===== src/rtl/yalu_pkg.sv =====
package yalu_pkg;
  typedef enum logic [1:0] {
    OP_ADD = 2'd0,
    OP_SUB = 2'd1,
    OP_AND = 2'd2,
    OP_XOR = 2'd3
  } alu_op_e;

  typedef enum logic [2:0] {
    BR_ALWAYS = 3'd0,
    BR_LE     = 3'd1,
    BR_LT     = 3'd2,
    BR_EQ     = 3'd3,
    BR_NE     = 3'd4,
    BR_GE     = 3'd5,
    BR_GT     = 3'd6,
    BR_NEVER  = 3'd7
  } br_cond_e;

  typedef struct packed {
    logic zf;
    logic sf;
    logic of;
  } cc_t;

  localparam cc_t CC_RESET = '{zf: 1'b1, sf: 1'b0, of: 1'b0};
endpackage


===== src/rtl/yalu_arith.sv =====
module yalu_arith
  import yalu_pkg::*;
#(
  parameter int W = 32
) (
  input  logic [W-1:0] a_i,
  input  logic [W-1:0] b_i,
  input  alu_op_e      op_i,
  output logic [W-1:0] res_o,
  output cc_t          cc_o
);
  localparam int MSB = W - 1;

  logic [W-1:0] sum_w;
  logic [W-1:0] diff_w;
  logic         ovf_add;
  logic         ovf_sub;

  assign sum_w   = b_i + a_i;
  assign diff_w  = b_i - a_i;
  assign ovf_add = (a_i[MSB] == b_i[MSB]) && (sum_w[MSB] != a_i[MSB]);
  assign ovf_sub = (a_i[MSB] != b_i[MSB]) && (diff_w[MSB] != b_i[MSB]);

  always_comb begin
    res_o = '0;
    cc_o  = '0;
    unique case (op_i)
      OP_ADD: begin res_o = sum_w;     cc_o.of = ovf_add; end
      OP_SUB: begin res_o = diff_w;    cc_o.of = ovf_sub; end
      OP_AND: begin res_o = a_i & b_i; cc_o.of = 1'b0;    end
      OP_XOR: begin res_o = a_i ^ b_i; cc_o.of = 1'b0;    end
      default: begin res_o = '0;       cc_o.of = 1'b0;    end
    endcase
    cc_o.zf = (res_o == '0);
    cc_o.sf = res_o[MSB];
  end
endmodule


===== src/rtl/yalu_ccreg.sv =====
module yalu_ccreg
  import yalu_pkg::*;
(
  input  logic clk,
  input  logic rst_n,
  input  logic load_i,
  input  cc_t  cc_i,
  output cc_t  cc_o
);
  always_ff @(posedge clk) begin
    if (!rst_n)      cc_o <= CC_RESET;
    else if (load_i) cc_o <= cc_i;
  end
endmodule


===== src/rtl/yalu_brcond.sv =====
module yalu_brcond
  import yalu_pkg::*;
(
  input  cc_t      cc_i,
  input  br_cond_e fn_i,
  output logic     take_o
);
  logic lt_w;
  logic le_w;

  assign lt_w = cc_i.sf ^ cc_i.of;
  assign le_w = lt_w | cc_i.zf;

  always_comb begin
    unique case (fn_i)
      BR_ALWAYS: take_o = 1'b1;
      BR_LE:     take_o = le_w;
      BR_LT:     take_o = lt_w;
      BR_EQ:     take_o = cc_i.zf;
      BR_NE:     take_o = ~cc_i.zf;
      BR_GE:     take_o = ~lt_w;
      BR_GT:     take_o = ~le_w;
      default:   take_o = 1'b0;
    endcase
  end
endmodule


===== src/rtl/yalu_cc_unit.sv =====
module yalu_cc_unit
  import yalu_pkg::*;
#(
  parameter int W = 32
) (
  input  logic         clk,
  input  logic         rst_n,
  input  logic [W-1:0] opnd_a,
  input  logic [W-1:0] opnd_b,
  input  logic [1:0]   op_fn,
  input  logic         set_flags,
  input  logic [2:0]   br_fn,
  output logic [W-1:0] result,
  output logic         flag_z,
  output logic         flag_s,
  output logic         flag_o,
  output logic         br_taken
);
  cc_t cc_next;
  cc_t cc_q;

  yalu_arith #(.W(W)) u_arith (
    .a_i   (opnd_a),
    .b_i   (opnd_b),
    .op_i  (alu_op_e'(op_fn)),
    .res_o (result),
    .cc_o  (cc_next)
  );

  yalu_ccreg u_ccreg (
    .clk    (clk),
    .rst_n  (rst_n),
    .load_i (set_flags),
    .cc_i   (cc_next),
    .cc_o   (cc_q)
  );

  yalu_brcond u_brcond (
    .cc_i   (cc_q),
    .fn_i   (br_cond_e'(br_fn)),
    .take_o (br_taken)
  );

  assign flag_z = cc_q.zf;
  assign flag_s = cc_q.sf;
  assign flag_o = cc_q.of;
endmodule


===== config.mk =====
export PLATFORM = sky130hd
export DESIGN_NAME = yalu_cc_unit
export DESIGN_NICKNAME = d
export VERILOG_FILES = /design/src/rtl/yalu_pkg.sv /design/src/rtl/yalu_arith.sv /design/src/rtl/yalu_ccreg.sv /design/src/rtl/yalu_brcond.sv /design/src/rtl/yalu_cc_unit.sv
export SDC_FILE = /design/constraint.sdc
export NUM_CORES = 1
export LEC_CHECK = 0
export ABC_CLOCK_PERIOD_IN_PS = 5990
export BUFFER_PORTS_ARGS = -buffer_cell sky130_fd_sc_hd__buf_4
export CAP_MARGIN = 20
export CORE_MARGIN = 8
export CORE_UTILIZATION = 45
export DETAILED_ROUTE_END_ITERATION = 7
export PLACE_DENSITY = 0.68
export SETUP_SLACK_MARGIN = 0.05
export SYNTH_ARGS = -nofsm -noshare
export SYNTH_HDL_FRONTEND = slang
export SYNTH_SLANG_ARGS = --single-unit

===== constraint.sdc =====
create_clock -name clk -period 5.99 [get_ports clk]
set_clock_uncertainty 0.2 [all_clocks]
set_input_delay 0.599 -clock clk [delete_from_list [all_inputs] [get_ports clk]]
set_output_delay 0.599 -clock clk [all_outputs]
set_load 0.05 [all_outputs]

==> results of run 1 <==
per-stage QoR:
step                total power, mW  util, %
floorplan                     0.557        -
global placement              0.784     53.3
detailed placement            0.787     53.3
CTS                           0.853     53.8
global route                  0.921     53.8
finish                        0.866     53.8
worst reg2reg max path: cells and delay by family, from the launching register on:
family | cells | cell delay, ps
and+or+nand+nor | 1 | 90
DFF | 1 | 350
AOI/OAI and AO/OA | 1 | 220
layout by cell type (no fill, tap or decap), types with 13 or more instances in the layout:
cell type,netlist,routed
sky130_fd_sc_hd__nand2_1,74,74
sky130_fd_sc_hd__o31ai_1,14,14
sky130_fd_sc_hd__nor2_1,79,79
sky130_fd_sc_hd__buf_4,1,112
sky130_fd_sc_hd__nor3_1,30,30
sky130_fd_sc_hd__nand2b_1,13,13
sky130_fd_sc_hd__o21ai_0,47,47
sky130_fd_sc_hd__nor4_1,15,15
sky130_fd_sc_hd__a31oi_1,14,14
sky130_fd_sc_hd__a21o_1,13,13
sky130_fd_sc_hd__a21oi_1,69,69
sky130_fd_sc_hd__a211oi_1,19,19
sky130_fd_sc_hd__nand3_1,29,29
sky130_fd_sc_hd__inv_1,69,69
sky130_fd_sc_hd__ha_1,64,64
cells by family (layout without fill, tap and decap cells):
kind of cell / count (synthesis) / in the layout / share of synthesized area [%]
multiplexers: 8 / 8 / 1.75
adder cells (fa/ha/maj): 66 / 66 / 17.0
AO/OA/AOI/OAI: 282 / 282 / 39.3
XOR/XNOR: 10 / 10 / 1.77
AND/OR/NAND/NOR: 301 / 301 / 29.7
flip-flops: 3 / 3 / 1.21
buffers and inverters: 118 / 186 / 9.29
Yosys cell counts (5+ instances only):
| master | n | area share, % |
|---|---|---|
| sky130_fd_sc_hd__a2111oi_0 | 9 | 1.6 |
| sky130_fd_sc_hd__a311oi_1 | 8 | 1.4 |
| sky130_fd_sc_hd__xnor2_1 | 9 | 1.6 |
| sky130_fd_sc_hd__clkbuf_1 | 33 | 2.5 |
| sky130_fd_sc_hd__a221o_1 | 5 | 1.0 |
| sky130_fd_sc_hd__o211ai_1 | 11 | 1.7 |
| sky130_fd_sc_hd__nand2_1 | 74 | 5.6 |
| sky130_fd_sc_hd__nor2b_1 | 12 | 1.5 |
| sky130_fd_sc_hd__nand2b_1 | 13 | 1.6 |
| sky130_fd_sc_hd__mux2_2 | 5 | 1.1 |
| sky130_fd_sc_hd__nand3_1 | 29 | 2.9 |
| sky130_fd_sc_hd__buf_1 | 9 | 0.68 |
| sky130_fd_sc_hd__ha_1 | 64 | 16 |
| sky130_fd_sc_hd__o31ai_1 | 14 | 2.1 |
| sky130_fd_sc_hd__or3_1 | 5 | 0.63 |
| sky130_fd_sc_hd__a21oi_1 | 69 | 7.0 |
| sky130_fd_sc_hd__inv_1 | 69 | 5.2 |
| sky130_fd_sc_hd__o22ai_1 | 7 | 0.89 |
| sky130_fd_sc_hd__o311ai_0 | 5 | 0.89 |
| sky130_fd_sc_hd__a211o_1 | 5 | 0.89 |
| sky130_fd_sc_hd__a31oi_1 | 14 | 1.8 |
| sky130_fd_sc_hd__a21o_1 | 13 | 2.0 |
| sky130_fd_sc_hd__nand4_1 | 12 | 1.5 |
| sky130_fd_sc_hd__nor4_1 | 15 | 1.9 |
| sky130_fd_sc_hd__nor2_1 | 79 | 6.0 |
| sky130_fd_sc_hd__a211oi_1 | 19 | 2.9 |
| sky130_fd_sc_hd__o21ai_0 | 47 | 4.8 |
| sky130_fd_sc_hd__and3_1 | 5 | 0.63 |
| sky130_fd_sc_hd__nor3_1 | 30 | 3.0 |
| sky130_fd_sc_hd__or2_2 | 6 | 0.76 |
| sky130_fd_sc_hd__o21bai_1 | 5 | 0.76 |
power breakdown:
group | switching [mW] | internal, mW | total (mW)
sequential | 0.00153 | 0.0215 | 0.0230
combinational | 0.520 | 0.261 | 0.782
clock | 0.0158 | 0.0456 | 0.0614
worst paths after layout:
kind | from | end | slack [ps] | depth (start not counted)
max | opnd_a[0] | result[24] | 1090 | 13
min | u_ccreg.cc_o[0]$_SDFFE_PN0P_ | u_ccreg.cc_o[0]$_SDFFE_PN0P_ | 310 | 2
max reg2reg | u_ccreg.cc_o[2]$_SDFFE_PN1P_ | u_ccreg.cc_o[2]$_SDFFE_PN1P_ | 5010 | 2
min reg2reg | u_ccreg.cc_o[0]$_SDFFE_PN0P_ | u_ccreg.cc_o[0]$_SDFFE_PN0P_ | 310 | 2
routing by layer:
layer,wire length [um],vias to the layer above,GRT usage [%]
li1,-,3067,-
met1,8700,3025,36.0
met2,8840,390,40.9
met3,2010,58,3.45
met4,584,0,8.74
met5,0,-,0
layout make-up:
class                   instances  area, um2
flip-flops and latches          3       60.1
multi-input cells             667       4430
clock buffers                   4       45.0
repair buffers                112        841
fillers                      1119       4980
inverters                      70        263
well taps                     140        175
==> impl_metrics.env, run 1 <==
export IMPL_status="finished clean"
export IMPL_cts_sink_count=3
export IMPL_num_vias=6540
export IMPL_rows=38
export IMPL_antenna_found_initial=0
export IMPL_core_mm2=0.0108
export IMPL_yosysWarningCount=0
export IMPL_report_final_setup_viol=0
export IMPL_dpl_cell_area_mm2=0.00576
export IMPL_final_instance_count_without_filler_cells=996
export IMPL_max_cap_violations=0
export IMPL_reg_top3="u_ccreg.cc_o (3)"
export IMPL_setup_worst_path_end_class="output pin"
export IMPL_first_pass_iters=5
export IMPL_largest_register_ff_count=3
export IMPL_via_count_of_the_first_global_routing_pass=6129
export IMPL_total_standard_cell_area_after_synthesis_mm2=0.00494
export IMPL_total_die_area_mm2=0.0146
export IMPL_die_w_um=121
export IMPL_finalCritPeriodShare_pct=81.7
export IMPL_tritoncts_clock_tree="built"
export IMPL_critPathArrivalTime_ps=4100
export IMPL_cts_setup_buffers=0
export IMPL_dp_hpwl_um=16100
export IMPL_tightestPinTransition_ps=764
export IMPL_critical_path_buf_inv_count=3
export IMPL_cp_data_required_time_ps=5190
export IMPL_timing_final_max_slew_violations=0
export IMPL_track_usage_pct=26.2
export IMPL_quantity_of_i_o_buffers_inserted_on_ports=107
export IMPL_final_design_instance_area_without_fill_mm2=0.00581
export IMPL_layout_nets=995
export IMPL_critPathMaxStageDelay_ps=630
export IMPL_register_ranked_first_by_flip_flop_count="u_ccreg.cc_o"
export IMPL_clock_latency_ps=220
export IMPL_grt_first_pass_wirelength_um=31800
export IMPL_synthArstFlopShare_pct=0
export IMPL_max_clock_path_buffers=2
export IMPL_finalCriticalPeriod_ps=4900
export IMPL_ys_ff_latch=3
export IMPL_n_antenna_cell=0
export IMPL_clk_root_buffer_cell="sky130_fd_sc_hd__clkbuf_8"
export IMPL_dpl_worst_slack_ps=1230
export IMPL_detail_route_antenna_nets=0
export IMPL_setup_repair_after_global_routing_missed_its_margin="false"
export IMPL_critical_path_slowest_cell="sky130_fd_sc_hd__nor4_1"
export IMPL_count_of_placed_standard_cells_including_taps=991
export IMPL_synth_cells=788
export IMPL_power_per_cell_area_mw_per_mm2=149
export IMPL_synth_enable_flop_cells=0
export IMPL_path_delay_family="compound AO/OA/AOI/OAI gates"
export IMPL_setup_tns_ps=0
export IMPL_vias_per_cell=6.57
export IMPL_cts_resized_gates=0
export IMPL_grt_max_degree=70
export IMPL_achievable_frequency_mhz=204
export IMPL_unique_masters_post_synth=76
export IMPL_detailedRoute_firstIterationViolations=875
export IMPL_post_route_cells_drive_above_1_share_pct=16.1
export IMPL_clk_pin_slew_ps=30
export IMPL_final_hold_worst_slack_ps=312
export IMPL_synth_ff_type="sky130_fd_sc_hd__dfxtp_1"
export IMPL_htreeDepth=1
export IMPL_crit_top_cell="sky130_fd_sc_hd__buf_4"
export IMPL_cp_max_fo=4
export IMPL_cts_made_buffers=3
export IMPL_ir_worst_vdd_uv=111
export IMPL_die_height_um=121
export IMPL_finalWorstSetupSlack_ps=1090
export IMPL_initial_utilization_pct=45.8
export IMPL_setup_worst_path_start_class="input pin"
export IMPL_crit_path_cell_trace="buf_4 -> ha_1 -> inv_1 -> fa_1 -> o21bai_4 -> a2111oi_4 -> nor4_1 -> o31ai_1 -> a211oi_1 -> a31oi_1 -> a2111o_1 -> nand3_1 -> buf_4"
export IMPL_timing_final_hold_violations=0
export IMPL_routed_wirelength_um=20100
export IMPL_post_cts_hold_buffer_count=0
export IMPL_synthToLayoutAreaGrowth_pct=17.5
export IMPL_routed_wire_length_per_instance_um=20.2
export IMPL_avgSynthCellArea_um2=6.28
export IMPL_power_leakage_nw=2.62
export IMPL_min_path_type="reg -> reg"
export IMPL_syn_nets=926
export IMPL_timing_worst_setup_path_type="in -> out"
export IMPL_globalRouteOverflowTotal=0
export IMPL_synth_seq_area_share_pct=1.21
export IMPL_number_of_top_level_design_ports=108
export IMPL_gp_congestion=0.962
export IMPL_post_route_drc_count=0
export IMPL_slew_headroom_pct=49.0
(Power assumes the default switching activity.)
==> inputs of run 2 (changes only) <==
--- a/config.mk
+++ b/config.mk
@@ -5,13 +5,14 @@
 export SDC_FILE = /design/constraint.sdc
 export NUM_CORES = 1
 export LEC_CHECK = 0
-export ABC_CLOCK_PERIOD_IN_PS = 5990
+export ABC_AREA = 1
+export ABC_CLOCK_PERIOD_IN_PS = 4100
 export BUFFER_PORTS_ARGS = -buffer_cell sky130_fd_sc_hd__buf_4
 export CAP_MARGIN = 20
 export CORE_MARGIN = 8
 export CORE_UTILIZATION = 45
 export DETAILED_ROUTE_END_ITERATION = 7
-export PLACE_DENSITY = 0.68
+export PLACE_DENSITY = 0.69
 export SETUP_SLACK_MARGIN = 0.05
 export SYNTH_ARGS = -nofsm -noshare
 export SYNTH_HDL_FRONTEND = slang
==> constraint.sdc (replaced) <==
create_clock -name clk -period 4.1 [get_ports clk]
set_clock_uncertainty 0.2 [all_clocks]
set_input_delay 0.41 -clock clk [delete_from_list [all_inputs] [get_ports clk]]
set_output_delay 0.41 -clock clk [all_outputs]
set_load 0.05 [all_outputs]
==> impl_metrics.env, run 2 <==
export IMPL_status="finished clean"
export IMPL_reg_top3="u_ccreg.cc_o (3)"
export IMPL_synth_top_cell_area_share_pct=27.7
export IMPL_rows=43
export IMPL_tritoncts_clock_tree="built"
export IMPL_synth_seq_area_share_pct=0.932
export IMPL_setup_worst_path_start_class="input pin"
export IMPL_die_height_um=136
export IMPL_first_pass_iters=6
export IMPL_ys_ff_latch=3
export IMPL_clock_latency_ps=230
export IMPL_register_ranked_first_by_flip_flop_count="u_ccreg.cc_o"
export IMPL_dp_hpwl_um=21400
export IMPL_synth_cells=1339
export IMPL_mostFrequentLayoutCell="sky130_fd_sc_hd__nand2_1"
export IMPL_switchingPower_mw=0.910
export IMPL_critPathArrivalTime_ps=2900
export IMPL_tightestPinTransition_ps=585
export IMPL_grt_first_pass_wirelength_um=39400
export IMPL_synthToLayoutAreaGrowth_pct=13.3
export IMPL_count_of_placed_standard_cells_including_taps=1590
export IMPL_syn_nets=1477
export IMPL_cp_data_required_time_ps=3490
export IMPL_finalCritPeriodShare_pct=85.7
export IMPL_clk_pin_slew_ps=30
export IMPL_whs_path_depth=2
export IMPL_largest_register_ff_count=3
export IMPL_routed_wirelength_um=25200
export IMPL_cts_setup_buffers=0
export IMPL_report_final_setup_viol=0
export IMPL_globalRouteOverflowTotal=0
export IMPL_routed_wire_length_per_instance_um=15.8
export IMPL_n_antenna_cell=0
export IMPL_clk_root_buffer_cell="sky130_fd_sc_hd__clkbuf_16"
export IMPL_synth_enable_flop_cells=0
export IMPL_netSwitchingFraction_pct=62.8
export IMPL_track_usage_pct=26.7
export IMPL_synth_area_leader_cell="sky130_fd_sc_hd__nand2_1"
export IMPL_final_hold_worst_slack_ps=212
export IMPL_post_route_cells_drive_above_1_share_pct=12.0
export IMPL_unique_masters_post_synth=41
export IMPL_avgSynthCellArea_um2=4.81
export IMPL_yosysWarningCount=0
export IMPL_achievable_frequency_mhz=285
export IMPL_max_cap_violations=0
export IMPL_cts_resized_gates=0
export IMPL_total_standard_cell_area_after_synthesis_mm2=0.00645
export IMPL_post_cts_hold_buffer_count=0
export IMPL_vias_per_cell=5.31
export IMPL_p_int_mw=0.538
export IMPL_most_common_layout_cells="sky130_fd_sc_hd__nand2_1, sky130_fd_sc_hd__inv_1, sky130_fd_sc_hd__nand3_1, sky130_fd_sc_hd__nor2_1, sky130_fd_sc_hd__buf_4"
export IMPL_detailedRoute_firstIterationViolations=1023
export IMPL_num_vias=8462
export IMPL_power_leakage_nw=4.57
export IMPL_gp_congestion=1.00
export IMPL_timing_final_max_slew_violations=0
export IMPL_max_clock_path_buffers=2
export IMPL_grt_max_degree=32
export IMPL_slew_headroom_pct=60.6
export IMPL_setup_tns_ps=0
export IMPL_initial_utilization_pct=46.3
export IMPL_combinationalPowerShare_pct=86.8
export IMPL_power_clock_fraction_pct=10.9
export IMPL_core_mm2=0.0139
export IMPL_synthArstFlopShare_pct=0
export IMPL_number_of_top_level_design_ports=108
export IMPL_detail_route_antenna_nets=0
export IMPL_cts_made_buffers=3
export IMPL_ir_worst_vdd_uv=115
export IMPL_die_w_um=136
export IMPL_min_path_type="in -> reg"
export IMPL_ff2ff_path_depth=3
export IMPL_power_sequential_fraction_pct=2.3
export IMPL_final_instance_count_without_filler_cells=1594
export IMPL_synth_ff_type="sky130_fd_sc_hd__dfxtp_1"
export IMPL_antenna_found_initial=0
export IMPL_htreeDepth=1
export IMPL_timing_final_hold_violations=0
export IMPL_quantity_of_i_o_buffers_inserted_on_ports=107
export IMPL_timing_worst_setup_path_type="in -> out"
export IMPL_synthTopCellsByCount="sky130_fd_sc_hd__nand2_1, sky130_fd_sc_hd__inv_1, sky130_fd_sc_hd__nand3_1"
export IMPL_setup_repair_after_global_routing_missed_its_margin="false"
export IMPL_cp_max_fo=5
export IMPL_via_count_of_the_first_global_routing_pass=7578
export IMPL_cts_sink_count=3
export IMPL_layout_nets=1553
export IMPL_post_synth_top_count_cell="sky130_fd_sc_hd__nand2_1"
export IMPL_power_per_cell_area_mw_per_mm2=198
export IMPL_setup_worst_path_end_class="output pin"
export IMPL_post_route_drc_count=0
export IMPL_total_die_area_mm2=0.0184
export IMPL_finalCriticalPeriod_ps=3510
export IMPL_post_synth_main_area_contributors="sky130_fd_sc_hd__nand2_1, sky130_fd_sc_hd__inv_1, sky130_fd_sc_hd__ha_1, sky130_fd_sc_hd__nand3_1, sky130_fd_sc_hd__nor2_1"
-- run 2: path summary, 6_finish.rpt --
path | start | to | slack [ps]
max | opnd_a[0] | result[30] | 590
min | set_flags | u_ccreg.cc_o[1]$_SDFFE_PN0P_ | 210
max reg2reg | u_ccreg.cc_o[2]$_SDFFE_PN1P_ | u_ccreg.cc_o[2]$_SDFFE_PN1P_ | 3080
min reg2reg | u_ccreg.cc_o[0]$_SDFFE_PN0P_ | u_ccreg.cc_o[0]$_SDFFE_PN0P_ | 330
-- run 2: worst max-delay path, stage by stage --
cell and delay [ps]:
sky130_fd_sc_hd__buf_4 100, sky130_fd_sc_hd__ha_1 230, sky130_fd_sc_hd__inv_1 80, sky130_fd_sc_hd__fa_1 390, sky130_fd_sc_hd__inv_1 170, sky130_fd_sc_hd__nand2_1 120, sky130_fd_sc_hd__nand2_2 150, sky130_fd_sc_hd__nand3_1 110
sky130_fd_sc_hd__nand2_1 160, sky130_fd_sc_hd__nand2_1 90, sky130_fd_sc_hd__nand2_1 150, sky130_fd_sc_hd__nand3_1 140, sky130_fd_sc_hd__nand2_1 110, sky130_fd_sc_hd__nand2_1 50, sky130_fd_sc_hd__nand2_1 90, sky130_fd_sc_hd__nand2_1 70
sky130_fd_sc_hd__nand2_1 90, sky130_fd_sc_hd__buf_4 190
-- run 2: logic make-up (layout without fill, tap and decap cells) --
kind of cell	after synthesis	after routing	synth area share, %
and+or+nand+nor	798	798	52.2
buffers and inverters	345	420	22.1
AOI/OAI and AO/OA	124	124	11.3
adders and majority gates	66	66	13.0
xor gates and xnor gates	3	3	0.408
DFF	3	3	0.932
-- run 2: power by group through the flow --
stage	Clock, mW	Combinational [mW]	Sequential, mW
4_1_cts	0.160	1.24	0.0336
5_1_grt	0.164	1.37	0.0340
6_report	0.157	1.26	0.0336
3_5_place_dp	0	1.23	0.0339
2_1_floorplan	0	0.873	0.0414
3_3_place_gp	0	1.23	0.0339
-- run 2: cell type report --
| type | count | area (um2) |
|---|---|---|
| fillers | 1610 | 6630 |
| inverters | 305 | 1140 |
| clock buffers | 4 | 78.8 |
| multi-input cells | 991 | 4960 |
| flip-flops and latches | 3 | 60.1 |
| well taps | 180 | 225 |
| repair buffers | 111 | 833 |
-- run 2: metrics by stage --
stage / cell area [um2] / total power [mW] / utilization (%) / setup WS (ps)
6_report: 7310 / 1.45 / 52.4 / 588
5_1_grt: 7310 / 1.57 / 52.4 / 454
4_1_cts: 7310 / 1.43 / 52.4 / 673
3_5_place_dp: 7230 / 1.27 / 51.9 / 689
3_3_place_gp: 7230 / 1.26 / 51.9 / 710
2_1_floorplan: 6450 / 0.915 / - / 1140
-- run 2: routing by layer --
layer,global-route usage (%),vias up,part of all wire (%)
met3,3.60,48,11
met2,41.2,455,42
met1,37.9,3732,44
met5,0,-,0
li1,-,4227,-
met4,6.85,0,2.3
==> inputs of run 3 (changes only) <==
--- a/config.mk
+++ b/config.mk
@@ -5,14 +5,13 @@
 export SDC_FILE = /design/constraint.sdc
 export NUM_CORES = 1
 export LEC_CHECK = 0
-export ABC_AREA = 1
 export ABC_CLOCK_PERIOD_IN_PS = 4100
 export BUFFER_PORTS_ARGS = -buffer_cell sky130_fd_sc_hd__buf_4
 export CAP_MARGIN = 20
 export CORE_MARGIN = 8
 export CORE_UTILIZATION = 45
 export DETAILED_ROUTE_END_ITERATION = 7
-export PLACE_DENSITY = 0.69
+export PLACE_DENSITY = 0.71
 export SETUP_SLACK_MARGIN = 0.05
 export SYNTH_ARGS = -nofsm -noshare
 export SYNTH_HDL_FRONTEND = slang
==> impl_metrics.env, run 3 (synthesis gave the netlist of run 1 again) <==
export IMPL_grt_first_pass_wirelength_um=34100
export IMPL_reg_top3="u_ccreg.cc_o (3)"
export IMPL_setup_worst_path_end_class="output pin"
export IMPL_mostFrequentLayoutCell="sky130_fd_sc_hd__buf_4"
export IMPL_die_w_um=121
export IMPL_critical_path_buf_inv_count=4
export IMPL_setup_worst_path_start_class="input pin"
export IMPL_htreeDepth=1
export IMPL_post_cts_hold_buffer_count=0
export IMPL_timing_final_hold_violations=0
export IMPL_top_layer="met4"
export IMPL_finalCritPeriodShare_pct=96.5
export IMPL_routed_wire_length_per_instance_um=20.0
export IMPL_wirelength_met1_um=9120
export IMPL_critPathMaxStageDelay_ps=420
export IMPL_cp_data_required_time_ps=3490
export IMPL_clock_latency_ps=220
export IMPL_globalRouteOverflowTotal=0
export IMPL_post_route_cells_drive_above_1_share_pct=25.1
export IMPL_vias_per_cell=6.46
export IMPL_ir_worst_vdd_uv=137
export IMPL_crit_path_cell_trace="buf_4 -> ha_1 -> inv_1 -> fa_1 -> o21bai_4 -> a2111oi_4 -> nor4_2 -> o31ai_2 -> a211oi_1 -> buf_4 -> a31oi_1 -> a2111o_1 -> nand3_1 -> buf_4"
export IMPL_timing_worst_setup_path_type="in -> out"
export IMPL_critPathArrivalTime_ps=3340
export IMPL_status="finished clean"
export IMPL_first_pass_iters=5
export IMPL_fill_cells=1061
export IMPL_tightestPinTransition_ps=820
export IMPL_max_clock_path_buffers=2
export IMPL_power_per_cell_area_mw_per_mm2=215
export IMPL_ff_latch_area_um2=60.1
export IMPL_dp_hpwl_um=17700
export IMPL_multi_input_comb_area_mm2=0.00452
export IMPL_quantity_of_i_o_buffers_inserted_on_ports=107
export IMPL_die_height_um=121
export IMPL_slew_headroom_pct=45.1
export IMPL_report_final_setup_viol=0
export IMPL_cp_max_fo=4
export IMPL_crit_top_cell="sky130_fd_sc_hd__buf_4"
export IMPL_most_common_layout_cells="sky130_fd_sc_hd__buf_4, sky130_fd_sc_hd__nor2_1, sky130_fd_sc_hd__nand2_1, sky130_fd_sc_hd__inv_1, sky130_fd_sc_hd__a21oi_1"
export IMPL_clk_pin_slew_ps=30
export IMPL_total_die_area_mm2=0.0146
export IMPL_path_delay_family="compound AO/OA/AOI/OAI gates"
export IMPL_layout_core_utilization_pct=60.2
export IMPL_regToRegSetupSlack_ps=3120
export IMPL_track_usage_pct=28.2
export IMPL_number_of_top_level_design_ports=108
export IMPL_grt_max_degree=37
export IMPL_setup_tns_ps=0
export IMPL_post_route_drc_count=0
export IMPL_core_mm2=0.0108
export IMPL_register_ranked_first_by_flip_flop_count="u_ccreg.cc_o"
export IMPL_detail_route_antenna_nets=0
export IMPL_dpl_cell_area_mm2=0.00636
export IMPL_cts_made_buffers=3
export IMPL_detailed_routed_wire_length_on_met2_um=9500
export IMPL_num_vias=6944
export IMPL_power_leakage_nw=3.00
export IMPL_layout_nets=1074
export IMPL_timing_final_max_slew_violations=0
export IMPL_rows=38
export IMPL_initial_utilization_pct=45.8
export IMPL_tritoncts_clock_tree="built"
export IMPL_setup_repair_after_global_routing_missed_its_margin="true"
export IMPL_achievable_frequency_mhz=253
export IMPL_cts_sink_count=3
export IMPL_via_count_of_the_first_global_routing_pass=6549
export IMPL_gp_congestion=1.02
export IMPL_detailroute_wirelength_met3_um=2250
export IMPL_largest_register_ff_count=3
export IMPL_min_path_type="in -> reg"
export IMPL_detailedRoute_firstIterationViolations=661
export IMPL_max_cap_violations=0
export IMPL_synthToLayoutAreaGrowth_pct=31.5
export IMPL_antenna_found_initial=0
export IMPL_clk_root_buffer_cell="sky130_fd_sc_hd__clkbuf_8"
export IMPL_n_antenna_cell=0
export IMPL_final_design_instance_area_without_fill_mm2=0.00650
export IMPL_routed_wirelength_um=21500
export IMPL_finalCriticalPeriod_ps=3950
export IMPL_critical_path_slowest_cell="sky130_fd_sc_hd__fa_1"
## run 3: cell types whose count changed in the layout (fill, tap and decap cells not counted), moves of 15 or more
cell	change
sky130_fd_sc_hd__a211oi_1	+17
sky130_fd_sc_hd__a21oi_1	+18
sky130_fd_sc_hd__buf_4	+80
sky130_fd_sc_hd__inv_1	-221
sky130_fd_sc_hd__nand2_1	-401
sky130_fd_sc_hd__nand3_1	-105
sky130_fd_sc_hd__nor2_1	-38
sky130_fd_sc_hd__nor2_2	-16
sky130_fd_sc_hd__nor3_1	+17
sky130_fd_sc_hd__o21ai_0	+15
## run 3: final timing paths
kind                            depth (start not counted)                    startpoint                            to
worst max-delay path                                   14                     opnd_a[0]                    result[24]
worst min-delay path                                    2                         rst_n  u_ccreg.cc_o[0]$_SDFFE_PN0P_
worst max register to register                          2  u_ccreg.cc_o[2]$_SDFFE_PN1P_  u_ccreg.cc_o[2]$_SDFFE_PN1P_
worst min register to register                          2  u_ccreg.cc_o[0]$_SDFFE_PN0P_  u_ccreg.cc_o[0]$_SDFFE_PN0P_
## run 3: metrics by stage
step / power (mW) / std cells / setup WS, ps / hold WS (ps)
floorplan: 0.814 / 788 / 248 / 346
global placement: 1.25 / 1071 / 24.4 / 286
detailed placement: 1.26 / 1071 / -91.4 / 307
CTS: 1.36 / 1075 / 57.1 / 264
global route: 1.48 / 1075 / 8.52 / 268
finish: 1.40 / 1075 / 145 / 262
## run 3: layer usage
metal | global-route usage (%) | vias up
met5 | 0 | -
met4 | 7.57 | 0
met3 | 6.53 | 50
met2 | 45.3 | 426
met1 | 36.9 | 3229
li1 | - | 3239
## run 3: worst register-to-register path: stages (launching register included)
cell	delay [ps]
sky130_fd_sc_hd__dfxtp_1	330
sky130_fd_sc_hd__a21boi_0	260
sky130_fd_sc_hd__nand2_1	70
## run 3: repair_timing
action                                  4_1_cts  5_1_grt
endpoints found under the setup margin        2       10
gates resized for setup                       2       18
pin swaps                                     0        2
setup buffers                                 0        0
gates cloned                                  0        0
## run 3: final cells by class
type	count	share of cell area [%]
flip-flops and latches	3	0.924
well taps	140	2.69
repair buffers	191	22.1
multi-input cells	667	69.6
clock buffers	4	0.693
inverters	70	4.04
## run 3: power by group
part | internal, mW | switching [mW]
clock network | 0.0666 | 0.0235
logic | 0.474 | 0.800
registers | 0.0314 | 0.00194
total | 0.572 | 0.826
